--- config.mk ---
export PLATFORM = sky130hd
export DESIGN_NAME = carrier_err_out
export DESIGN_NICKNAME = d
export VERILOG_FILES = /design/src/rtl/cerr_pkg.sv /design/src/rtl/cerr_cfg_reg.sv /design/src/rtl/cerr_offset_reg.sv /design/src/rtl/cerr_sigma_delta.sv /design/src/rtl/carrier_err_out.sv
export SDC_FILE = /design/constraint.sdc
export NUM_CORES = 1
export LEC_CHECK = 0
export ABC_AREA = 1
export CAP_MARGIN = 20
export CELL_PAD_IN_SITES_DETAIL_PLACEMENT = 1
export CELL_PAD_IN_SITES_GLOBAL_PLACEMENT = 1
export CORE_MARGIN = 2
export CORE_UTILIZATION = 45
export DETAILED_ROUTE_END_ITERATION = 12
export DONT_BUFFER_PORTS = 1
export HOLD_SLACK_MARGIN = 0.12
export PLACE_DENSITY = 0.76
export RECOVER_POWER = 50
export SLEW_MARGIN = 20
export SYNTH_ARGS = -nofsm -noshare
export SYNTH_HDL_FRONTEND = slang
export SYNTH_SLANG_ARGS = --single-unit
--- constraint.sdc ---
create_clock -name clk -period 2.8 [get_ports clk]
set_input_delay 0.28 -clock clk [delete_from_list [all_inputs] [get_ports clk]]
set_output_delay 0.28 -clock clk [all_outputs]
set_load 0.01 [all_outputs]
--- src/rtl/cerr_pkg.sv ---
// Shared constants and types for the carrier loop error output stage.
// Assumes two modulator pairs and a six-bit configuration register.
package cerr_pkg;
    localparam int NUM_PAIRS    = 2;
    localparam int CFG_W        = 6;
    localparam int BIT_OUT_SEL  = 0;   // parallel word replaces the pairs
    localparam int BIT_PAR_EN   = 1;   // parallel pads driven
    localparam int BIT_DAC_CLK  = 2;   // DAC clock on shared pin
    localparam int BIT_PAIR_DIS = 4;   // [5:4] active-low pair enables

    typedef struct packed {
        logic [NUM_PAIRS-1:0] pair_dis;
        logic                 dac_clk_sel;
        logic                 par_en;
        logic                 out_sel;
    } cerr_cfg_t;
endpackage

--- src/rtl/cerr_cfg_reg.sv ---
// Configuration register for the error output stage.
// Holds the mode fields; reset value is all zero (both pairs on).
// Assumes a write strobe synchronous to clk; no read path is needed.
module cerr_cfg_reg
    import cerr_pkg::*;
(
    input  logic             clk,
    input  logic             rst_n,
    input  logic             we,
    input  logic [CFG_W-1:0] wdata,
    output cerr_cfg_t        cfg
);
    logic unused_cfg_bit;
    assign unused_cfg_bit = wdata[3];

    // Capture the decoded fields on a write, clear them on reset.
    always_ff @(posedge clk) begin
        if (!rst_n) begin
            cfg <= '0;
        end else if (we) begin
            cfg.out_sel     <= wdata[BIT_OUT_SEL];
            cfg.par_en      <= wdata[BIT_PAR_EN];
            cfg.dac_clk_sel <= wdata[BIT_DAC_CLK];
            cfg.pair_dis    <= wdata[BIT_PAIR_DIS +: NUM_PAIRS];
        end
    end
endmodule

--- src/rtl/cerr_offset_reg.sv ---
// Converts the signed error word to offset binary and registers it on
// each new sample, so it stays steady until the next one. Also makes a
// one-cycle DAC clock pulse that rises one edge after the word update.
// Assumes err_valid pulses have at least one idle cycle between them
// when the DAC clock is in use.
module cerr_offset_reg #(
    parameter int W = 6
) (
    input  logic         clk,
    input  logic         rst_n,
    input  logic         err_valid,
    input  logic [W-1:0] err_in,
    output logic [W-1:0] code_q,
    output logic         dac_clk_q
);
    localparam logic [W-1:0] MID_CODE = {1'b1, {(W-1){1'b0}}};

    logic pend_q;

    // Register the offset binary word on each valid sample.
    always_ff @(posedge clk) begin
        if (!rst_n)         code_q <= MID_CODE;
        else if (err_valid) code_q <= {~err_in[W-1], err_in[W-2:0]};
    end

    // Delay the sample strobe twice to place the DAC clock after the update.
    always_ff @(posedge clk) begin
        if (!rst_n) begin
            pend_q    <= 1'b0;
            dac_clk_q <= 1'b0;
        end else begin
            pend_q    <= err_valid;
            dac_clk_q <= pend_q;
        end
    end
endmodule

--- src/rtl/cerr_sigma_delta.sv ---
// First-order sigma-delta modulator. The residue plus the code produces
// a carry, and that carry is the registered bitstream. Ones density is
// code / 2**W, exact over any 2**W consecutive clocks.
// Assumes the code is held constant by the caller between samples.
module cerr_sigma_delta #(
    parameter int W = 6
) (
    input  logic         clk,
    input  logic         rst_n,
    input  logic [W-1:0] code,
    output logic         bit_q
);
    logic [W-1:0] acc_q;
    logic [W:0]   sum;

    assign sum = {1'b0, acc_q} + {1'b0, code};

    // Advance the residue and register the carry on every clock.
    always_ff @(posedge clk) begin
        if (!rst_n) begin
            acc_q <= '0;
            bit_q <= 1'b0;
        end else begin
            acc_q <= sum[W-1:0];
            bit_q <= sum[W];
        end
    end
endmodule

--- src/rtl/carrier_err_out.sv ---
// Carrier loop error output stage (top). Drives the error either as a
// sigma-delta bitstream on individually enabled complementary pairs, or
// as a parallel offset binary word with a DAC sample clock.
// Assumes pads are built outside: data plus active-high output enable.
module carrier_err_out
    import cerr_pkg::*;
#(
    parameter int ERR_W = 6
) (
    input  logic                 clk,
    input  logic                 rst_n,
    input  logic                 cfg_we,
    input  logic [CFG_W-1:0]     cfg_wdata,
    input  logic                 err_valid,
    input  logic [ERR_W-1:0]     err_in,
    input  logic                 dvalid_in,
    output logic [NUM_PAIRS-1:0] sd_p,
    output logic [NUM_PAIRS-1:0] sd_n,
    output logic [NUM_PAIRS-1:0] sd_oe,
    output logic [ERR_W-1:0]     ped_out,
    output logic                 ped_oe,
    output logic                 dvalid_out
);
    cerr_cfg_t        cfg;
    logic [ERR_W-1:0] code_q;
    logic             dac_clk_q;
    logic             sd_bit;

    cerr_cfg_reg i_cfg (
        .clk   (clk),
        .rst_n (rst_n),
        .we    (cfg_we),
        .wdata (cfg_wdata),
        .cfg   (cfg)
    );

    cerr_offset_reg #(.W(ERR_W)) i_word (
        .clk       (clk),
        .rst_n     (rst_n),
        .err_valid (err_valid),
        .err_in    (err_in),
        .code_q    (code_q),
        .dac_clk_q (dac_clk_q)
    );

    cerr_sigma_delta #(.W(ERR_W)) i_mod (
        .clk   (clk),
        .rst_n (rst_n),
        .code  (code_q),
        .bit_q (sd_bit)
    );

    // One pad pair per generate step; quiet lines when disabled.
    for (genvar i = 0; i < NUM_PAIRS; i++) begin : g_pair
        logic pair_on;
        assign pair_on  = ~cfg.out_sel & ~cfg.pair_dis[i];
        assign sd_oe[i] = pair_on;
        assign sd_p[i]  = pair_on & sd_bit;
        assign sd_n[i]  = pair_on & ~sd_bit;
    end

    // Parallel word pads and the shared data-valid pin.
    assign ped_out    = code_q;
    assign ped_oe     = cfg.out_sel & cfg.par_en;
    assign dvalid_out = cfg.dac_clk_sel ? dac_clk_q : dvalid_in;
endmodule

# Word-level counts from Yosys, hierarchy flattened
# Index checks and enable logic that the tools add are counted.
[totals]
latchBits = 0
ff_bits = 20
mem_count = 0
rom_bits = 0
in_bits = 17
out_inout_bits = 14
mem_bits_rw = 0
elab_cells = 23
[classes]
n_mux = 1
n_eq_ne = 0
n_bitwise = 12
add_sub_neg = 1
n_div = 0
magnitude_cmp = 0
shift = 0
multipliers = 0
reduce_logical = 0
[ops]
columns = ["operator", "n"]
rows = [
  ["adder 6 x 6 -> 7 bit", 1],
  ["AND 1 bit", 7],
  ["inverter 1 bit", 5],
  ["2-to-1 mux 1 bit", 1],
]

# Logic depth before layout (Yosys ltp)
[logic_depth]
depth_word = 3
depth_mapped = 7

# Hierarchy
# A second synthesis with hierarchy kept.
[unflattened]
cells_unflattened = 148
area_unflattened_um2 = 1019.7
[modules_own_cells]
columns = ["module", "instances", "cells_per_inst", "area_per_inst_um2"]
rows = [
  ["cerr_sigma_delta", 1, 53, 414.1],
  ["cerr_offset_reg", 1, 44, 312.8],
  ["cerr_cfg_reg", 1, 31, 205.2],
  ["carrier_err_out", 1, 20, 87.6],
]

# Worst setup path after synthesis
# No wires, ideal clock.
[synth_path]
path_kind = "register to register"
startpoint = "register i_word.code_q[0]"
endpoint = "register i_mod.acc_q[4]"
slack_ps = 1347
t_required_ps = 2686
path_stages_with_launch = 8
n_path_buf = 0
synth_period_minus_slack_ps = 1453
arrival_ps = 1339
setup_ps = 114
path_cell_list = "dfxtp_1 > ha_1 > inv_1 > fa_1 > o21ai_2 > nand2_2 > nand2_1 > nor2_2"
[synth_between]
elab_chain_cells = 1
[synth_lines]
columns = ["element", "line", "text"]
rows = [
  ["start: declaration", "cerr_offset_reg.sv:13", "output logic [W-1:0] code_q,"],
  ["start signal: assignment", "cerr_offset_reg.sv:23", "else if (err_valid) code_q <= {~err_in[W-1], err_in[W-2:0]};"],
  ["adder 6 x 6 -> 7 bit", "cerr_sigma_delta.sv:16", "assign sum = {1'b0, acc_q} + {1'b0, code};"],
  ["end signal: assignment", "cerr_sigma_delta.sv:24", "acc_q <= sum[W-1:0];"],
  ["end: declaration", "cerr_sigma_delta.sv:13", "logic [W-1:0] acc_q;"],
]
# No other way between the ends.
# A chain may end at the register's enable or synchronous reset.

# Final worst setup path
# Ends and elaborated chain as after synthesis.

==> impl_metrics.csv <==
group,metric,value,unit
die,coreArea,1940,um^2
clock_network,holdBufCountCts,5,
global_routing,antenna_found_initial,0,
placement,place_hpwl,1.42,mm
timing,post-route-period-util,55.8,%
clock_network,cts_tree,"done",
timing,setup-violations-final,0,
die,rows,16,
timing,finalHoldViolations,0,
global_routing,overflow,0,
setup_path,critPathArrivalTime,1770,ps
setup_path,worstSetupEndpointType,"flop",
yosys,synthesis.instances,118,
setup_path,crit_required,3010,ps
clock_network,cts-resized-gates,0,
setup_path,crit_path_start_kind,"flop",
run_status,run_status,"finished, final reports clean",
global_routing,grt_use_total,17.3,%
placement,gp_congestion,0.711,
timing,grt_setup_unrepaired,"false",
clock_network,path_clk_slew,110,ps
drt,topRoutingLayerUsed,"met4",
clock_network,worstSkewPairLatency,300,ps
drt,vias,758,
timing,slew_violations,0,
yosys,synthFlopType,"dfxtp_1",
global_routing,grt_pass1_vias,742,
timing,skew,0.849,ps
drt,routed_wl,1.93,mm
finish,stdcell_count,148,
hold_path,hold_class,"primary input to flop",
yosys,synth-seq-cells,20,
die,dieArea,2430,um^2
clock_network,numCtsBuffers,3,
yosys,synth_top_area_cell,"dfxtp_1",
yosys,synth_enable_flop_cells,0,
drt,dr_wl_met3,108,um
global_routing,grt_max_degree,17,
placement,portBuffers,0,
die,die_w,49.3,um
yosys,synth_commonest_cells,"nor2_1, dfxtp_1, nand2_1",
yosys,syn_nets,142,
setup_path,critPathKind,"flop to flop",
die,ios,31,
placement,place_inst,140,
drt,avgViaCountPerCell,5.12,
drt,drt-met1-wl,809,um
finish,syn_to_final_growth,7.71,%
clock_network,ctsLongestPathBuffers,2,
setup_path,path_cells,"ha_1, inv_1, fa_1, o21ai_2, nand2_2, nand2_1, nor2_2",
drt,wl_per_cell,13.0,um
yosys,yosys-top-cells-area,"dfxtp_1, nor2_1, ha_1",
die,die_h,49.3,um
finish,num-nets-final,147,
yosys,synth_cell_type_count,22,
setup_path,crit_cells,7,
yosys,seq_area_frac_synth,43.3,%
setup_path,path_buf_inv,1,
clock_network,cts.sinks,20,
yosys,synth.avg_cell_area,7.84,um^2
flow_run,maxCapViolations,0,
setup_path,worstPathMaxFanout,3,
timing,clock.fmax,640,MHz
yosys,synth_top_area_share,43.3,%
drt,drc_errors,0,
clock_network,htreeDepth,1,
yosys,syn-cell-area,925,um^2
yosys,yosysWarningCount,0,
setup_path,crit_slowest_cell,"dfxtp_1",
yosys,synth_async_sr_flop_share,0,%
die,initial_core_util,47.6,%
timing,tightest_slew,532,ps
drt,dr_wl_met2,977,um
setup_path,cp_top_family,"adder cells",
global_routing,grt_first_pass_wirelength,3.20,mm
finish,n_antenna_cell,0,
power_and_ir_drop,peakVddDrop,0.260,mV
hold_path,holdPathStages,2,
timing,setup_tns,0,ps
setup_path,ff2ff_path_depth,7,
power_and_ir_drop,p_per_area,583,nW/um^2
clock_network,post_cts_buffers,0,
drt,first_pass_iters,4,
finish,drive_above_1_share,12.4,%
power_and_ir_drop,p_leak,0.458,nW
drt,drt_first_iter_violations,3,
setup_path,cp_slowest_stage_delay,420,ps
clock_network,cts_root_buf,"clkbuf_4",
timing,relSlewSlack,64.4,%
yosys,yosysMostFrequentCell,"nor2_1",
timing,fin_crit,1560,ps
drt,ant_nets,0,
-- worst paths after layout --
check	from	slack [ps]	endpoint
max	i_word.code_q[0]	1240	i_mod.acc_q[4]
max reg2reg	i_word.code_q[0]	1240	i_mod.acc_q[4]
min	cfg_wdata[4]	120	i_cfg.cfg[3]
min reg2reg	i_word.pend_q	440	i_word.dac_clk_q
-- sequential cells by signal, summed over array words and instances, names as in the netlist --
| signal | count |
|---|---|
| i_cfg.cfg | 5 |
| i_word.pend_q | 1 |
| i_mod.bit_q | 1 |
| i_word.dac_clk_q | 1 |
| i_mod.acc_q | 6 |
| i_word.code_q | 6 |
-- worst reg2reg max path: cells and delay by family (launching register included) --
kind / cells / cell delay (ps)
adder cells (fa/ha/maj): 2 / 610
flip-flops: 1 / 420
AND/OR/NAND/NOR: 3 / 190
AO/OA/AOI/OAI: 1 / 190
buffers and inverters: 1 / 60
-- cell usage in the layout (no fill, tap or decap), types with 2 or more instances in the layout --
master,Yosys,routed
o21ai_1,11,3
clkbuf_4,0,3
nor3_1,4,4
clkinv_1,0,2
inv_2,5,3
nor2_2,2,2
o21ai_0,2,10
nand2_1,13,13
dfxtp_1,20,20
nor2_1,26,26
inv_1,10,10
nand3_2,2,2
ha_1,6,6
dlygate4sd3_1,0,5
a21oi_1,6,6
-- cell type report --
class / instances / area, um^2
fill: 248 / 946
tap: 27 / 33.8
clock buffer: 3 / 22.5
inverter: 15 / 56.3
timing repair buffer: 5 / 50.0
sequential: 20 / 400
multi-input combinational: 78 / 433
-- per-stage QoR --
step / utilization (%) / worst slack (ps) / area [um^2] / power, mW / hold slack, ps
after detailed placement: 47.6 / 1240 / 923 / 0.442 / 375
after global routing: 51.3 / 1140 / 996 / 0.621 / 120
after global placement: 47.6 / 1260 / 923 / 0.435 / 368
after CTS: 51.3 / 1220 / 996 / 0.582 / 123
final: 51.3 / 1240 / 996 / 0.581 / 121
after floorplan: - / 1350 / 925 / 0.430 / 366
-- layer usage --
layer | vias up | track usage, %
li1 | 381 | -
met1 | 349 | 19.2
met2 | 23 | 31.3
met3 | 5 | 3.68
met4 | 0 | 7.14
met5 | - | 0
-- where the power goes --
| group | internal (mW) | total [mW] | switching [mW] |
|---|---|---|---|
| Combinational | 0.0445 | 0.114 | 0.0692 |
| Sequential | 0.311 | 0.330 | 0.0188 |
| Clock | 0.0502 | 0.138 | 0.0873 |
-- cells by family (layout without fill, tap and decap cells) --
| kind of cell | Yosys count | count (layout) | share of synthesized area, % |
|---|---|---|---|
| AOI/OAI and AO/OA | 21 | 21 | 12.2 |
| adders and majority gates | 7 | 7 | 10.3 |
| buffers and inverters | 20 | 23 | 9.88 |
| DFF | 20 | 20 | 43.3 |
| muxes | 1 | 1 | 1.22 |
| and+or+nand+nor | 49 | 49 | 23.1 |
No activity file was read; power rests on OpenSTA's default activity.
